`src/rtl/sig_fmt_pkg.sv`:
```
package sig_fmt_pkg;

  typedef struct packed {
    logic       valid;
    logic [4:0] chan;
  } slot_map_t;

  // 24-channel map: every fourth slot idle, three channels per group of four
  function automatic slot_map_t t1_slot(input logic [4:0] ts);
    slot_map_t m;
    m.valid = (ts[1:0] != 2'b11);
    m.chan  = {ts[4:2], 1'b0} + {2'b00, ts[4:2]} + {3'b000, ts[1:0]};
    return m;
  endfunction

  // 30-channel map: slot 0 and slot 16 idle
  function automatic slot_map_t e1_slot(input logic [4:0] ts);
    slot_map_t m;
    m.valid = (ts != 5'd0) && (ts != 5'd16);
    m.chan  = (ts < 5'd16) ? ts - 5'd1 : ts - 5'd2;
    return m;
  endfunction

endpackage

```
`src/rtl/sig_pos_counter.sv`:
```
module sig_pos_counter #(
  parameter int POS_W = 8
) (
  input  logic             clk,
  input  logic             rst_n,
  input  logic             frame_sync,
  output logic [POS_W-1:0] pos_q,
  output logic [POS_W-1:0] pos_next
);

  assign pos_next = frame_sync ? '0 : pos_q + 1'b1;

  always_ff @(posedge clk or negedge rst_n) begin
    if (!rst_n) pos_q <= '0;
    else        pos_q <= pos_next;
  end

  AST_SYNC_ALIGN: assert property (@(posedge clk) disable iff (!rst_n)
    frame_sync |=> (pos_q == '0));
  AST_FREE_WRAP: assert property (@(posedge clk) disable iff (!rst_n)
    (!frame_sync && (pos_q == '1)) |=> (pos_q == '0));

endmodule

```
`src/rtl/sig_slot_decode.sv`:
```
module sig_slot_decode
  import sig_fmt_pkg::*;
#(
  parameter int TS_W = 5,
  parameter int CH_W = 5
) (
  input  logic [TS_W-1:0] ts,
  input  logic            e1_mode,
  output logic            valid,
  output logic [CH_W-1:0] chan
);

  slot_map_t m_t1, m_e1, m_sel;

  always_comb begin
    m_t1  = t1_slot(5'(ts));
    m_e1  = e1_slot(5'(ts));
    m_sel = e1_mode ? m_e1 : m_t1;
    valid = m_sel.valid;
    chan  = CH_W'(m_sel.chan);
  end

endmodule

```
`src/rtl/sig_nibble_pick.sv`:
```
module sig_nibble_pick #(
  parameter int NCH   = 30,
  parameter int CH_W  = 5,
  parameter int BIT_W = 3
) (
  input  logic [NCH*4-1:0] sig_nib,
  input  logic [CH_W-1:0]  chan,
  input  logic [BIT_W-1:0] bit_in_ts,
  input  logic             nib_hi,
  input  logic             d4_eff,
  input  logic [1:0]       fill_bits,
  output logic             in_nib,
  output logic             bit_val
);

  localparam int IDX_W = CH_W + 2;

  logic [1:0]       k;
  logic [IDX_W-1:0] idx;
  logic             first_half;

  assign first_half = ~bit_in_ts[BIT_W-1];
  assign k          = bit_in_ts[1:0];
  assign in_nib     = (first_half == nib_hi);
  assign idx        = {chan, ~k};

  always_comb begin
    if (d4_eff && k[1]) bit_val = k[0] ? fill_bits[0] : fill_bits[1];
    else if (idx < IDX_W'(NCH*4)) bit_val = sig_nib[idx];
    else bit_val = 1'b0;
  end

endmodule

```
`src/rtl/sig_stream_fmt.sv`:
```
module sig_stream_fmt #(
  parameter int NCH = 30,
  parameter int NTS = 32,
  parameter int BPT = 8
) (
  input  logic           clk,
  input  logic           rst_n,
  input  logic           frame_sync,
  input  logic           e1_mode,
  input  logic           nib_hi,
  input  logic           d4_mode,
  input  logic [1:0]     fill_bits,
  input  logic           strm_en,
  input  logic [NCH*4-1:0] sig_nib,
  output logic           sig_dout,
  output logic           sig_oe
);

  localparam int BIT_W = $clog2(BPT);
  localparam int TS_W  = $clog2(NTS);
  localparam int POS_W = BIT_W + TS_W;
  localparam int CH_W  = $clog2(NCH);

  logic [POS_W-1:0] pos_q, pos_next;
  logic             slot_valid, in_nib, bit_val, d4_eff;
  logic [CH_W-1:0]  chan;
  logic             oe_next, dout_next;

  sig_pos_counter #(.POS_W(POS_W)) u_cnt (
    .clk(clk), .rst_n(rst_n), .frame_sync(frame_sync),
    .pos_q(pos_q), .pos_next(pos_next)
  );

  sig_slot_decode #(.TS_W(TS_W), .CH_W(CH_W)) u_dec (
    .ts(pos_next[POS_W-1:BIT_W]), .e1_mode(e1_mode),
    .valid(slot_valid), .chan(chan)
  );

  assign d4_eff = d4_mode & ~e1_mode;

  sig_nibble_pick #(.NCH(NCH), .CH_W(CH_W), .BIT_W(BIT_W)) u_pick (
    .sig_nib(sig_nib), .chan(chan), .bit_in_ts(pos_next[BIT_W-1:0]),
    .nib_hi(nib_hi), .d4_eff(d4_eff), .fill_bits(fill_bits),
    .in_nib(in_nib), .bit_val(bit_val)
  );

  assign oe_next   = strm_en & slot_valid & in_nib;
  assign dout_next = oe_next & bit_val;

  always_ff @(posedge clk or negedge rst_n) begin
    if (!rst_n) begin
      sig_oe   <= 1'b0;
      sig_dout <= 1'b0;
    end else begin
      sig_oe   <= oe_next;
      sig_dout <= dout_next;
    end
  end

  AST_DISABLED_QUIET: assert property (@(posedge clk) disable iff (!rst_n)
    !$past(strm_en) |-> !sig_oe);
  AST_T1_IDLE_SLOT: assert property (@(posedge clk) disable iff (!rst_n)
    (!$past(e1_mode) && (pos_q[BIT_W+1:BIT_W] == 2'b11)) |-> !sig_oe);
  AST_E1_IDLE_SLOT: assert property (@(posedge clk) disable iff (!rst_n)
    ($past(e1_mode) && ((pos_q[POS_W-1:BIT_W] == '0) ||
     (pos_q[POS_W-1:BIT_W] == TS_W'(16)))) |-> !sig_oe);
  AST_HALF_SELECT: assert property (@(posedge clk) disable iff (!rst_n)
    sig_oe |-> (pos_q[BIT_W-1] == !$past(nib_hi)));
  AST_D4_FILL: assert property (@(posedge clk) disable iff (!rst_n)
    (sig_oe && $past(d4_mode && !e1_mode) && pos_q[1]) |->
    (sig_dout == (pos_q[0] ? $past(fill_bits[0]) : $past(fill_bits[1]))));
  AST_QUIET_DATA: assert property (@(posedge clk) disable iff (!rst_n)
    !sig_oe |-> !sig_dout);
  AST_NIBBLE_START: assert property (@(posedge clk) disable iff (!rst_n)
    $rose(sig_oe) |-> (pos_q[1:0] == 2'b00));

endmodule

```
`config.mk`:
```
export PLATFORM = sky130hd
export DESIGN_NAME = sig_stream_fmt
export DESIGN_NICKNAME = d
export VERILOG_FILES = /design/src/rtl/sig_fmt_pkg.sv /design/src/rtl/sig_pos_counter.sv /design/src/rtl/sig_slot_decode.sv /design/src/rtl/sig_nibble_pick.sv /design/src/rtl/sig_stream_fmt.sv
export SDC_FILE = /design/constraint.sdc
export NUM_CORES = 1
export LEC_CHECK = 0
export CAP_MARGIN = 20
export CELL_PAD_IN_SITES_DETAIL_PLACEMENT = 0
export CELL_PAD_IN_SITES_GLOBAL_PLACEMENT = 1
export CORE_ASPECT_RATIO = 1.25
export CORE_MARGIN = 1.5
export CORE_UTILIZATION = 26
export CTS_CLUSTER_SIZE = 10
export DETAILED_ROUTE_END_ITERATION = 16
export HOLD_SLACK_MARGIN = 0.02
export PLACE_DENSITY_LB_ADDON = 0.05
export SLEW_MARGIN = 20
export SYNTH_ARGS = -nofsm -noshare
export SYNTH_HDL_FRONTEND = slang
export SYNTH_SLANG_ARGS = --single-unit
```
`constraint.sdc`:
```
create_clock -name clk -period 5.6 [get_ports clk]
set_input_delay 1.12 -clock clk [delete_from_list [all_inputs] [get_ports clk]]
set_output_delay 1.12 -clock clk [all_outputs]
set_load 0.01 [all_outputs]
```
# Word level (Yosys, flattened, before mapping)
# Cells that the tools add are included.
dict set report op_classes {
  magnitude_cmp 3
  n_reduce_logical 3
  eq_ne 3
  n_mux 8
  bitwise 7
  add_sub_neg 5
}
# cell n
set op_table {}
lappend op_table {{$add 8x1->8 const B} 1}
lappend op_table {{$lt 7x8->1 const B} 1}
lappend op_table {{$mux 8} 1}
lappend op_table {{$bmux 1 s7} 1}
lappend op_table {{$lt 7x7->1 const B} 1}
lappend op_table {{$mux 6} 1}
lappend op_table {{$add 4x3->5} 1}
lappend op_table {{$add 5x2->5} 1}
lappend op_table {{$lt 5x5->1 const B} 1}
lappend op_table {{$mux 5} 1}
lappend op_table {{$ne 5x5->1 const B} 1}
lappend op_table {{$reduce_bool 5->1} 1}
lappend op_table {{$sub 5x1->5 const B} 1}
lappend op_table {{$sub 5x2->5 const B} 1}
lappend op_table {{$and 1x1->1} 4}
lappend op_table {{$mux 1} 4}
lappend op_table {{$logic_and 1x1->1} 2}
lappend op_table {{$ne 2x2->1 const B} 1}
lappend op_table {{$not 1->1} 2}
lappend op_table {{$not 2->2} 1}
lappend op_table {{$eq 1x1->1} 1}
dict set report word_totals {
  register_bits 10
  elab_cells 32
  out_inout_bits 2
  inputBits 129
}

# Depth between registers and ports, before layout
# Gate-level depths: netlist (run 1).
dict set report depth {
  ltp_word 10
  depth_mapped 17
  ltp_nobuf 15
}

# Modules after synthesis
# Synthesis (run 1) repeated with hierarchy kept, for this count alone.
dict set report hier_totals {
  cells_unflattened 183
  hier_area_um2 1945.6
}
# module area_per_inst_um2 cells_each seq_area_each_um2 instances
set modules_own_cells {}
lappend modules_own_cells {sig_nibble_pick 1143.6 100 0.0 1}
lappend modules_own_cells {sig_slot_decode 376.6 44 0.0 1}
lappend modules_own_cells {sig_pos_counter 352.8 34 200.2 1}
lappend modules_own_cells {sig_stream_fmt 72.6 5 50.0 1}

# Least setup slack after synthesis (run 1)
# OpenSTA, ideal clock, no wires.
dict set report synth_path {
  path_kind {input -> register}
  startpoint {input frame_sync}
  endpoint {register sig_dout}
  n_path_buf 1
  setup_time_ps 124
  arrival_ps 4325
  stages 13
  setup_slack_ps 1151
  required_ps 5476
  path_cell_list {clkbuf_1 nor2b_1 mux2i_1 inv_1 fa_1 ha_1 o32ai_2 a31oi_2 mux4_2 mux4_2 nand2_1 o211ai_1 o2bb2ai_1}
}
dict set report synth_between {
  elab_chain_len 9
  word_cells_on_any_way 25
  classes_between {add/sub (4); order compare (2); eq/ne (3); mux (8); bitwise (5); reduce/logical (3)}
}
# item line_no
set synth_lines {}
lappend synth_lines {{start, declared} sig_stream_fmt.sv:8} ;# input logic frame_sync,
lappend synth_lines {{$mux 8 (*)} sig_pos_counter.sv:11} ;# assign pos_next = frame_sync ? '0 : pos_q + 1'b1;
lappend synth_lines {{named net pos_next[6]} sig_stream_fmt.sv:24} ;# logic [POS_W-1:0] pos_q, pos_next;
lappend synth_lines {{$add 4x3->5 (tied with other cells)} sig_fmt_pkg.sv:12} ;# m.chan = {ts[4:2], 1'b0} + {2'b00, ts[4:2]} + {3'b000, ts[1:0]};
lappend synth_lines {{$add 5x2->5 or $mux 5 (tied branches)} {sig_fmt_pkg.sv:12, sig_fmt_pkg.sv:20}}
lappend synth_lines {{$mux 6 (*)} sig_slot_decode.sv:18} ;# m_sel = e1_mode ? m_e1 : m_t1;
lappend synth_lines {{$bmux 1 s7} sig_nibble_pick.sv:29} ;# else if (idx < IDX_W'(NCH*4)) bit_val = sig_nib[idx];
lappend synth_lines {{$mux 1 (implied by the code)} sig_nibble_pick.sv:29}
lappend synth_lines {{$mux 1} sig_nibble_pick.sv:29}
lappend synth_lines {{$mux 1} sig_nibble_pick.sv:28} ;# if (d4_eff && k[1]) bit_val = k[0] ? fill_bits[0] : fill_bits[1];
lappend synth_lines {{$and 1x1->1 (*)} sig_stream_fmt.sv:48} ;# assign dout_next = oe_next & bit_val;
lappend synth_lines {{named net dout_next} sig_stream_fmt.sv:27} ;# logic oe_next, dout_next;
lappend synth_lines {{end signal, assigned} sig_stream_fmt.sv:56} ;# sig_dout <= dout_next;
lappend synth_lines {{end, declared} sig_stream_fmt.sv:15} ;# output logic sig_dout,
# Mark *: on every way through the listed nets, which the timed path passes. The rest lies on a longest branch. The select of a mux whose other input is x is not followed.

# Worst setup path after layout (run 1)
# Ends and elaborated chain as after synthesis.

==> metrics, run 1 <==
Worst Setup SP=frame_sync; synthesized area=1978 µm²; average vias per placed instance=5.177; Final nets=453; total track usage=0.1810; top post-synthesis cells by area=mux4_2, dfrtp_1, ha_1, mux2i_1, xor2_1; clock buffer count from CTS=3; Routed Antenna Nets=0; CTS tree=yes; placed insts=398; Max Root-Sink Buffers=2; worst-margin pin slew=854.9 ps; share of the synthesized area in the top cell type=0.3188; FMAX=205.9 MHz; Fin Setup TNS=0 ps; post-synth top area cell=mux4_2; DRC=0; # port buffers=130; FF-to-FF Start=u_cnt.pos_q[2]$_DFF_PN0_; crit path launch type=input pin; Setup Buffers After CTS=0; top_reg_cell synth=dfrtp_1; Crit Path Max Fanout=13; CTS H-tree depth=1; Worst slew margin=0.4287; WHS Path Cells=2; arrival time of the worst setup path=4980 ps; P&R area growth vs syn=72.49%; vias in the first global route=2352; Routed WL=6.822 mm; Ports=131; Worst Path Required=5720 ps; Core Footprint=7357 µm²; CP Capture Type=flip-flop; hold_sp=u_cnt.pos_q[2]$_DFF_PN0_; WL/cell=17.01 µm; Yosys reg bits=10; Die Y-Extent=100.5 µm; Root Driver=clkbuf_8; # rows=35; grt total ovfl=0; sequential share of the synthesized area=0.1265; Post-synth EDFFs=0; Post-Syn Instances=185; die area=8144 µm²; post-layout min period=4858 ps; CTS Hold Bufs=0; post-CTS sizing=0; final hold violations=0; Syn Area/Cell=10.69 µm²; Synth cell types=52; post-layout util=0.4638; RSZ-0062 raised after global routing=false; register area=250.2 µm²; async set-or-reset flop fraction in the synthesized netlist=1.000; Detailed Place HPWL=5.903 mm; Initial Utilization=0.2689; Sink Count=10; fin crit share=0.8674; Mapped Nets=327; CTS clk-pin slew, worst paths=50 ps; VDD IR max=0.05715 mV; Max Cap Violations=0; non-filler instance count after layout=401; Filler cells=743; status=completed; First-pass DRT Iterations=4; Pleak=1.383 nW; share of cells above drive strength 1=0.1489; skew final=0.6650 ps; final setup fails=0; initial antenna violation count=0; yosys synthesis warning count=0; PwrDens=104.5 nW/µm²; first-pass GRT wire length=11.36 mm; Skew-Pair Late Insertion Delay=240 ps; DR vias=2076; largest net degree at the start of global routing=26; worst r2r path cells=14; initial drt markers=59; Die W=81.02 µm; Crit Path Category=input pin to flip-flop; GP Congestion=0.8132; ANT cells=0; area of the multi-input gates=1625 µm²; Hold Crit Class=flip-flop to flip-flop; Pins Over Slew Limit=0
[through the flow]
| step | setup WS, ps | hold slack [ps] | cell area (µm²) | total power, W |
|---|---|---|---|---|
| final | 742.4 | 703.1 | 3412 | 0.0003566 |
| after global routing | 502.5 | 750.5 | 3412 | 0.0003817 |
| after CTS | 711.1 | 704.5 | 3412 | 0.0003632 |
| after detailed placement | 460.5 | 694.2 | 3371 | 0.0002859 |
| after global placement | 554.0 | 693.8 | 3371 | 0.0002855 |
| after floorplan | 1151 | 613.8 | 1978 | 0.0001723 |
[metal layers]
| metal | GRT usage | vias to the layer above | part of all wire | wire length (µm) |
|---|---|---|---|---|
| li1 | - | 991 | - | - |
| met1 | 0.2030 | 983 | 0.37 | 2514 |
| met2 | 0.3314 | 89 | 0.54 | 3714 |
| met3 | 0.02896 | 13 | 0.054 | 365 |
| met4 | 0.07692 | 0 | 0.033 | 227 |
| met5 | 0 | - | 0 | 0 |
[layout make-up]
cell class              count  share of cell area
clock buffers               3             0.01210
inverters                   9            0.009901
multi-input cells         151              0.4763
flip-flops and latches     10             0.07334
well taps                  92             0.03374
repair buffers            136              0.3946
[cell usage in the layout, fill, tap and decap left out, types with 2 or more instances in the layout]
cell / count
xnor2_1: 3
a22oi_1: 5
inv_1: 9
and3_1: 2
o21ai_0: 4
clkdlybuf4s50_1: 130
fa_1: 2
nor3b_1: 6
a311oi_1: 2
xor2_1: 7
clkbuf_8: 3
nor3_1: 2
a221oi_1: 4
buf_4: 6
and2_1: 2
nand2_1: 9
nand2b_1: 2
a21oi_1: 6
nand3_1: 4
o31ai_1: 2
mux2i_1: 12
mux4_2: 28
nor2_1: 9
dfrtp_1: 10
ha_1: 11
nor4_1: 2
[final timing paths]
check	endpoint	slack, ps
min in group asynchronous	u_cnt.pos_q[2]$_DFF_PN0_	1210
hold / removal	u_cnt.pos_q[2]$_DFF_PN0_	700
hold reg to reg	u_cnt.pos_q[2]$_DFF_PN0_	700
max in group asynchronous	u_cnt.pos_q[6]$_DFF_PN0_	4060
setup reg to reg	sig_dout$_DFF_PN0_	1510
setup / recovery	sig_dout$_DFF_PN0_	740
[state kept, by name, indices dropped and copies added (netlist names)]
signal / cells
sig_dout: 1
u_cnt.pos_q: 8
sig_oe: 1
[cell families (layout without fill, tap and decap cells)]
family / count (synthesis) / after routing / share of synthesized area
buffers and inverters: 24 / 148 / 0.05566
AOI/OAI and AO/OA: 38 / 38 / 0.1562
xor gates and xnor gates: 10 / 10 / 0.04428
adders and majority gates: 13 / 13 / 0.08982
and+or+nand+nor: 48 / 48 / 0.1366
muxes: 42 / 42 / 0.3909
DFF: 10 / 10 / 0.1265
[Yosys cell counts, types with 3 or more instances]
| library cell | instances |
|---|---|
| nand2_1 | 9 |
| clkbuf_1 | 5 |
| mux4_2 | 28 |
| dfrtp_1 | 10 |
| a22oi_1 | 5 |
| buf_4 | 3 |
| a221oi_1 | 4 |
| o21ai_0 | 4 |
| nor3b_1 | 6 |
| nand3_1 | 4 |
| nor2_1 | 10 |
| a21oi_1 | 6 |
| mux2i_1 | 12 |
| ha_1 | 11 |
| xnor2_1 | 3 |
| xor2_1 | 7 |
| inv_1 | 9 |
| buf_2 | 7 |
[worst max-delay path, cell delays in order]
cell,delay [ps]
clkdlybuf4s50_1,780
nor2b_1,90
mux2i_1,300
inv_1,160
fa_1,450
ha_1,300
o32ai_2,80
a31oi_2,340
mux4_2,540
mux4_2,480
nand2_1,80
o211ai_1,90
o2bb2ai_1,160
[power breakdown]
| group | switching, W | internal [W] |
|---|---|---|
| Sequential | 0.00000200 | 0.0000751 |
| Clock | 0.0000285 | 0.0000471 |
| Combinational | 0.0000647 | 0.000139 |
(Power assumes the default switching activity.)
==> run 2, diff against run 1 <==
- SYNTH_HIERARCHICAL: default -> 1
==> run 2 against run 1 <==
  * Clock skew is 0.75 ps higher
  * Core utilization shrank 0.41 points
  * Clock power grew 21%
  * Critical endpoint unchanged
==> metrics, run 2 <==
status=completed (unchanged); Pleak=1.307 nW (was 1.383 nW); largest net degree at the start of global routing=34 (was 26); commonest non-fill, non-tap cell in the layout=clkdlybuf4s50_1 (unchanged); Biggest register=u_cnt/pos_q (was u_cnt.pos_q); VDD IR max=0.1161 mV (was 0.05715 mV); Crit Path Category=input pin to flip-flop (unchanged); clock buffer count from CTS=3 (unchanged); Mapped Nets=325 (was 327); mux share of post-synthesis cell area=0.4148 (was 0.3909); Initial Utilization=0.2660 (was 0.2689); Top Registers=u_cnt/pos_q x8, sig_dout x1, sig_oe x1 (was u_cnt.pos_q x8, sig_dout x1, sig_oe x1); # port buffers=130 (unchanged); xor/xnor share of the synthesized area=0.03151 (was 0.04428); First-pass DRT Iterations=4 (unchanged); crit path launch type=input pin (unchanged); Synth cell types=44 (was 52); grt total ovfl=0 (unchanged); Synth Area in Compound Gates=0.09260 (was 0.1562); CTS tree=yes (unchanged); Ports=131 (unchanged); P&R area growth vs syn=72.80% (was 72.49%); max reg flops=8 (unchanged); ANT cells=0 (unchanged); Crit Path Max Fanout=10 (was 13); Post-synth top cells=mux4_2, ha_1, nor2_1 (was mux4_2, mux2i_1, ha_1); Setup Buffers After CTS=0 (unchanged); Max Cap Violations=0 (unchanged); initial drt markers=33 (was 59); Routed WL=6.355 mm (was 6.822 mm); # rows=35 (unchanged); share of the synthesized area in the top cell type=0.2431 (was 0.3188); Fin Setup TNS=0 ps (unchanged); WL/cell=15.97 µm (was 17.01 µm); vias in the first global route=2083 (was 2352); final setup fails=0 (unchanged); fin crit share=0.8525 (was 0.8674); Hold Crit Class=flip-flop to flip-flop (unchanged); Detailed Place HPWL=5.488 mm (was 5.903 mm); WHS Path Cells=2 (unchanged); worst r2r path cells=17 (was 14); net switching power=0.00009818 W (was 0.00009525 W); PwrDens=112.1 nW/µm² (was 104.5 nW/µm²); CP top delay family=adder cells (was multiplexers); Post-synth EDFFs=0 (unchanged); sequential power share=0.206 (was 0.216); post-synthesis adder-cell area fraction=0.09132 (was 0.08982); CP max stage cell=clkdlybuf4s50_1 (unchanged); Root Driver=clkbuf_8 (unchanged); Post-Syn Instances=183 (was 185); CP Buf/Inv Count=5 (was 2); commonest cells after routing, fill and taps aside=clkdlybuf4s50_1, mux4_2, ha_1 (was clkdlybuf4s50_1, mux4_2, mux2i_1); GP Congestion=0.7388 (was 0.8132); die area=8014 µm² (was 8144 µm²); combinational share of power=0.552 (was 0.572); post-CTS sizing=0 (unchanged); Core Footprint=7313 µm² (was 7357 µm²); Worst slew margin=0.3965 (was 0.4287); Max Root-Sink Buffers=2 (unchanged); sw frac=0.2604 (was 0.2671); worst path cell trace=clkdlybuf4s50_1, a21oi_1, inv_1, fa_1, inv_1, ha_1, fa_1, inv_1, o21ai_0, buf_4, nor2b_1, a32oi_1, nand3_1, o21ai_0, o211ai_1, and4_1 (was clkdlybuf4s50_1, nor2b_1, mux2i_1, inv_1, fa_1, ha_1, o32ai_2, a31oi_2, mux4_2, mux4_2, nand2_1, o211ai_1, o2bb2ai_1); CP Capture Type=flip-flop (unchanged); Routed Antenna Nets=0 (unchanged); Syn Area/Cell=10.63 µm² (was 10.69 µm²); synthesized area=1946 µm² (was 1978 µm²); sequential share of the synthesized area=0.1286 (was 0.1265); async set-or-reset flop fraction in the synthesized netlist=1.000 (unchanged); DR vias=1984 (was 2076); initial antenna violation count=0 (unchanged); post-synthesis simple-gate area fraction=0.1704 (was 0.1366); Die Y-Extent=99.72 µm (was 100.5 µm); CTS clk-pin slew, worst paths=50 ps (about the same); CTS H-tree depth=1 (unchanged); Die W=80.37 µm (was 81.02 µm); RSZ-0062 raised after global routing=false (unchanged); Filler cells=693 (was 743); post-layout min period=4774 ps (was 4858 ps); average vias per placed instance=4.985 (was 5.177); largest family of logic cells by synthesized area=multiplexers (unchanged); reg2reg setup slack=1500 ps (was 1510 ps); Skew-Pair Late Insertion Delay=240 ps (about the same); DRC=0 (unchanged); worst-margin pin slew=903.4 ps (was 854.9 ps); Int Pwr=0.0002788 W (was 0.0002614 W); Worst path max stage delay=610 ps (was 780 ps); critical path depth=16 (was 13); post-layout util=0.4597 (was 0.4638); post-synth top area cell=mux4_2 (unchanged); Sink Count=10 (unchanged); top post-synthesis cells by area=mux4_2, dfrtp_1, mux4_1, ha_1, mux2i_1 (was mux4_2, dfrtp_1, ha_1, mux2i_1, xor2_1); Yosys reg bits=10 (unchanged); Worst Path Required=5730 ps (was 5720 ps); power share of the clock group=0.242 (was 0.212); final hold violations=0 (unchanged); total track usage=0.1592 (was 0.1810); skew final=1.411 ps (was 0.6650 ps); Pins Over Slew Limit=0 (unchanged); top_reg_cell synth=dfrtp_1 (unchanged); share of cells above drive strength 1=0.1176 (was 0.1489); CP dominant cell by count=inv_1 (was mux4_2); arrival time of the worst setup path=4900 ps (was 4980 ps); CTS Hold Bufs=0 (unchanged); Final nets=449 (was 453); yosys synthesis warning count=6 (was 0); FMAX=209.5 MHz (was 205.9 MHz); count leader, synth=mux4_2 (unchanged); first-pass GRT wire length=9.867 mm (was 11.36 mm)
run 2: cell count changes in the layout (fill, tap and decap cells not counted), moves of 4 or more:
cell	delta
nor2b_1	+5
a221oi_1	-4
mux4_2	-7
nor3b_1	-5
a22oi_1	-4
mux4_1	+8
nand3_1	+4
run 2: cell families (layout without fill, tap and decap cells):
kind of cell	Yosys count	in the layout
AOI/OAI and AO/OA	28	28
DFF	10	10
and+or+nand+nor	59	59
buffers and inverters	25	148
adders and majority gates	13	13
xor gates and xnor gates	7	7
muxes	41	41
run 2: metrics by stage:
stage	cell area (µm²)	setup WS (ps)	power (W)	cells	hold WS, ps
after CTS	3362	858.4	0.0003841	398	672.1
after detailed placement	3307	603.3	0.0002911	394	656.0
after floorplan	1946	1328	0.0001807	183	504.3
final	3362	826.0	0.0003770	398	671.5
after global placement	3307	649.9	0.0002901	394	664.8
after global routing	3362	599.1	0.0004014	398	709.1
run 2: worst min-delay path, delay by kind of cell, from the launching register on:
family	cells	cell delay [ps]
xor gates and xnor gates	1	150
and+or+nand+nor	1	60
DFF	1	420
run 2: worst paths after layout:
kind / from / to
worst max-delay path: frame_sync / sig_dout$_DFF_PN0_
worst min-delay path: u_cnt/pos_q[2]$_DFF_PN0_ / u_cnt/pos_q[2]$_DFF_PN0_
worst max register to register: u_cnt/pos_q[2]$_DFF_PN0_ / sig_dout$_DFF_PN0_
worst min register to register: u_cnt/pos_q[2]$_DFF_PN0_ / u_cnt/pos_q[2]$_DFF_PN0_
max in group asynchronous: rst_n / u_cnt/pos_q[5]$_DFF_PN0_
min in group asynchronous: rst_n / u_cnt/pos_q[7]$_DFF_PN0_
run 2: area by class of cell:
type                    count  area, µm²  area share
repair buffers            134       1331      0.3960
inverters                  10      37.54     0.01116
flip-flops and latches     10      250.2     0.07443
clock buffers               4      55.05     0.01638
multi-input cells         148       1573      0.4678
well taps                  92      115.1     0.03424
run 2: layer usage:
metal / share of wire / track usage / routed length (µm)
met5: 0 / 0 / 0
met2: 0.57 / 0.3045 / 3595
met3: 0.061 / 0.03761 / 389
met1: 0.37 / 0.1819 / 2342
met4: 0.0042 / 0.01592 / 27
run 2: power by group through the flow:
stage	Clock, W	Sequential (W)	Combinational, W
3_3_place_gp	0	0.0000791	0.000211
4_1_cts	0.0000938	0.0000778	0.000213
6_report	0.0000911	0.0000778	0.000208
5_1_grt	0.0000976	0.0000782	0.000226
3_5_place_dp	0	0.0000789	0.000212
2_1_floorplan	0	0.0000784	0.000102
==> run 3, diff against run 2 <==
- RECOVER_POWER: default -> 100
==> run 3 against run 2 <==
  * Die area did not move
  * Worst setup slack got worse by 56 ps
  * Clock skew barely moved
  * Via count rose by 0.10%
  * Routed wire length barely moved
  * Total power fell by 0.16%
  * Worst hold slack improved by 1.5 ps
  * Non-clock buffer count did not move
  * Cell count did not move
  * Register-to-register slack got worse by 180 ps
  * Global-route usage did not move
  * Critical endpoint unchanged
  * Largest power group unchanged
==> metrics, run 3 (synthesis results as in run 2) <==
DR vias=1986 (was 1984); final setup fails=0 (unchanged); commonest non-fill, non-tap cell in the layout=clkdlybuf4s50_1 (unchanged); share of cells above drive strength 1=0.1144 (was 0.1176); crit path launch type=input pin (unchanged); Crit Path Category=input pin to flip-flop (unchanged); Initial Utilization=0.2660 (unchanged); CP Capture Type=flip-flop (unchanged); Detailed Place HPWL=5.488 mm (unchanged); largest net degree at the start of global routing=34 (unchanged); grt total ovfl=0 (unchanged); DRC=0 (unchanged); status=completed (unchanged); Met2 Wirelength=3.595 mm (unchanged); Hold Crit Class=flip-flop to flip-flop (unchanged); Pleak=1.309 nW (was 1.307 nW); Worst slew margin=0.3965 (unchanged); Top Registers=u_cnt/pos_q x8, sig_dout x1, sig_oe x1 (unchanged); Routed Antenna Nets=0 (unchanged); post-layout min period=4830 ps (was 4774 ps); Core Footprint=7313 µm² (unchanged); Skew-Pair Late Insertion Delay=240 ps (about the same); CTS H-tree depth=1 (unchanged); ANT cells=0 (unchanged); P&R area growth vs syn=72.60% (was 72.80%); commonest cells after routing, fill and taps aside=clkdlybuf4s50_1, mux4_2, ha_1 (unchanged); vias in the first global route=2083 (unchanged); wire length on met1=2.343 mm (was 2.342 mm); Die W=80.37 µm (unchanged); Max Root-Sink Buffers=2 (unchanged); Setup Buffers After CTS=0 (unchanged); Root Driver=clkbuf_8 (unchanged); Final nets=449 (unchanged); Biggest register=u_cnt/pos_q (unchanged); initial antenna violation count=0 (unchanged); Sink Count=10 (unchanged); RSZ-0062 raised after global routing=false (unchanged); Routed WL=6.356 mm (was 6.355 mm); first-pass GRT wire length=9.867 mm (unchanged); VDD IR max=0.1160 mV (was 0.1161 mV); Die Y-Extent=99.72 µm (unchanged); initial drt markers=32 (was 33); arrival time of the worst setup path=4960 ps (was 4900 ps); worst-margin pin slew=903.4 ps (unchanged); WL/cell=15.97 µm (about the same); fin crit share=0.8625 (was 0.8525); met3 WL=389 µm (unchanged); Fin Setup TNS=0 ps (unchanged); max reg flops=8 (unchanged); die area=8014 µm² (unchanged); CTS tree=yes (unchanged); Worst Path Required=5730 ps (about the same); # rows=35 (unchanged); CTS Hold Bufs=0 (unchanged); CTS clk-pin slew, worst paths=50 ps (about the same); Ports=131 (unchanged); Hold Slack=673.0 ps (was 671.5 ps); FMAX=207.0 MHz (was 209.5 MHz); total track usage=0.1592 (unchanged); GP Congestion=0.7388 (unchanged); PwrDens=112.1 nW/µm² (about the same); skew final=1.417 ps (was 1.411 ps); Crit Path Max Fanout=10 (unchanged); final hold violations=0 (unchanged); Max Cap Violations=0 (unchanged); post-CTS sizing=0 (unchanged); First-pass DRT Iterations=4 (unchanged); Pwr Total=0.0003764 W (was 0.0003770 W); highest metal used=met4 (unchanged); Pins Over Slew Limit=0 (unchanged); # port buffers=130 (unchanged); clock buffer count from CTS=3 (unchanged); average vias per placed instance=4.990 (was 4.985)
==> run 3: layer usage <==
metal / up-vias / global-route usage
met5: - / 0
met4: 0 / 0.01592
met3: 4 / 0.03761
met2: 75 / 0.3045
met1: 936 / 0.1819
li1: 971 / -
==> run 3: final timing paths <==
check,startpoint,end,slack (ps),cells past startpoint
setup / recovery,frame_sync,sig_dout$_DFF_PN0_,770,16
hold / removal,u_cnt/pos_q[2]$_DFF_PN0_,u_cnt/pos_q[2]$_DFF_PN0_,670,2
setup reg to reg,u_cnt/pos_q[0]$_DFF_PN0_,sig_dout$_DFF_PN0_,1320,19
hold reg to reg,u_cnt/pos_q[2]$_DFF_PN0_,u_cnt/pos_q[2]$_DFF_PN0_,670,2
max in group asynchronous,rst_n,u_cnt/pos_q[5]$_DFF_PN0_,4010,1
min in group asynchronous,rst_n,u_cnt/pos_q[7]$_DFF_PN0_,1270,1
==> run 3: metrics by stage <==
step                      setup WS [ps]    util  cells  instance area, µm²
after CTS                         858.4  0.4597    398                3362
after floorplan                    1328       -    183                1946
final                             769.8  0.4592    398                3358
after global placement            649.9  0.4522    394                3307
after detailed placement          603.3  0.4522    394                3307
after global routing              560.2  0.4592    398                3358
==> run 3: cell type report <==
type / count / area (µm²)
fillers: 692 / 3955
multi-input cells: 148 / 1573
repair buffers: 134 / 1328
flip-flops and latches: 10 / 250.2
well taps: 92 / 115.1
clock buffers: 4 / 55.05
inverters: 10 / 37.54
==> run 3: report_power, final <==
group,internal (W),switching (W)
registers,0.0000749,0.00000280
clock network,0.0000619,0.0000292
logic,0.000141,0.0000661
total,0.000278,0.0000981
==> run 3: worst max-delay path, cell delays in order <==
cell and delay (ps):
dlygate4sd3_1 690, a21oi_1 460, inv_1 200, fa_1 540, inv_1 40, ha_1 220
fa_1 490, inv_1 40, o21ai_0 150, buf_4 200, nor2b_1 70, a32oi_1 190
nand3_1 100, o21ai_0 170, o211ai_1 110, and4_1 180
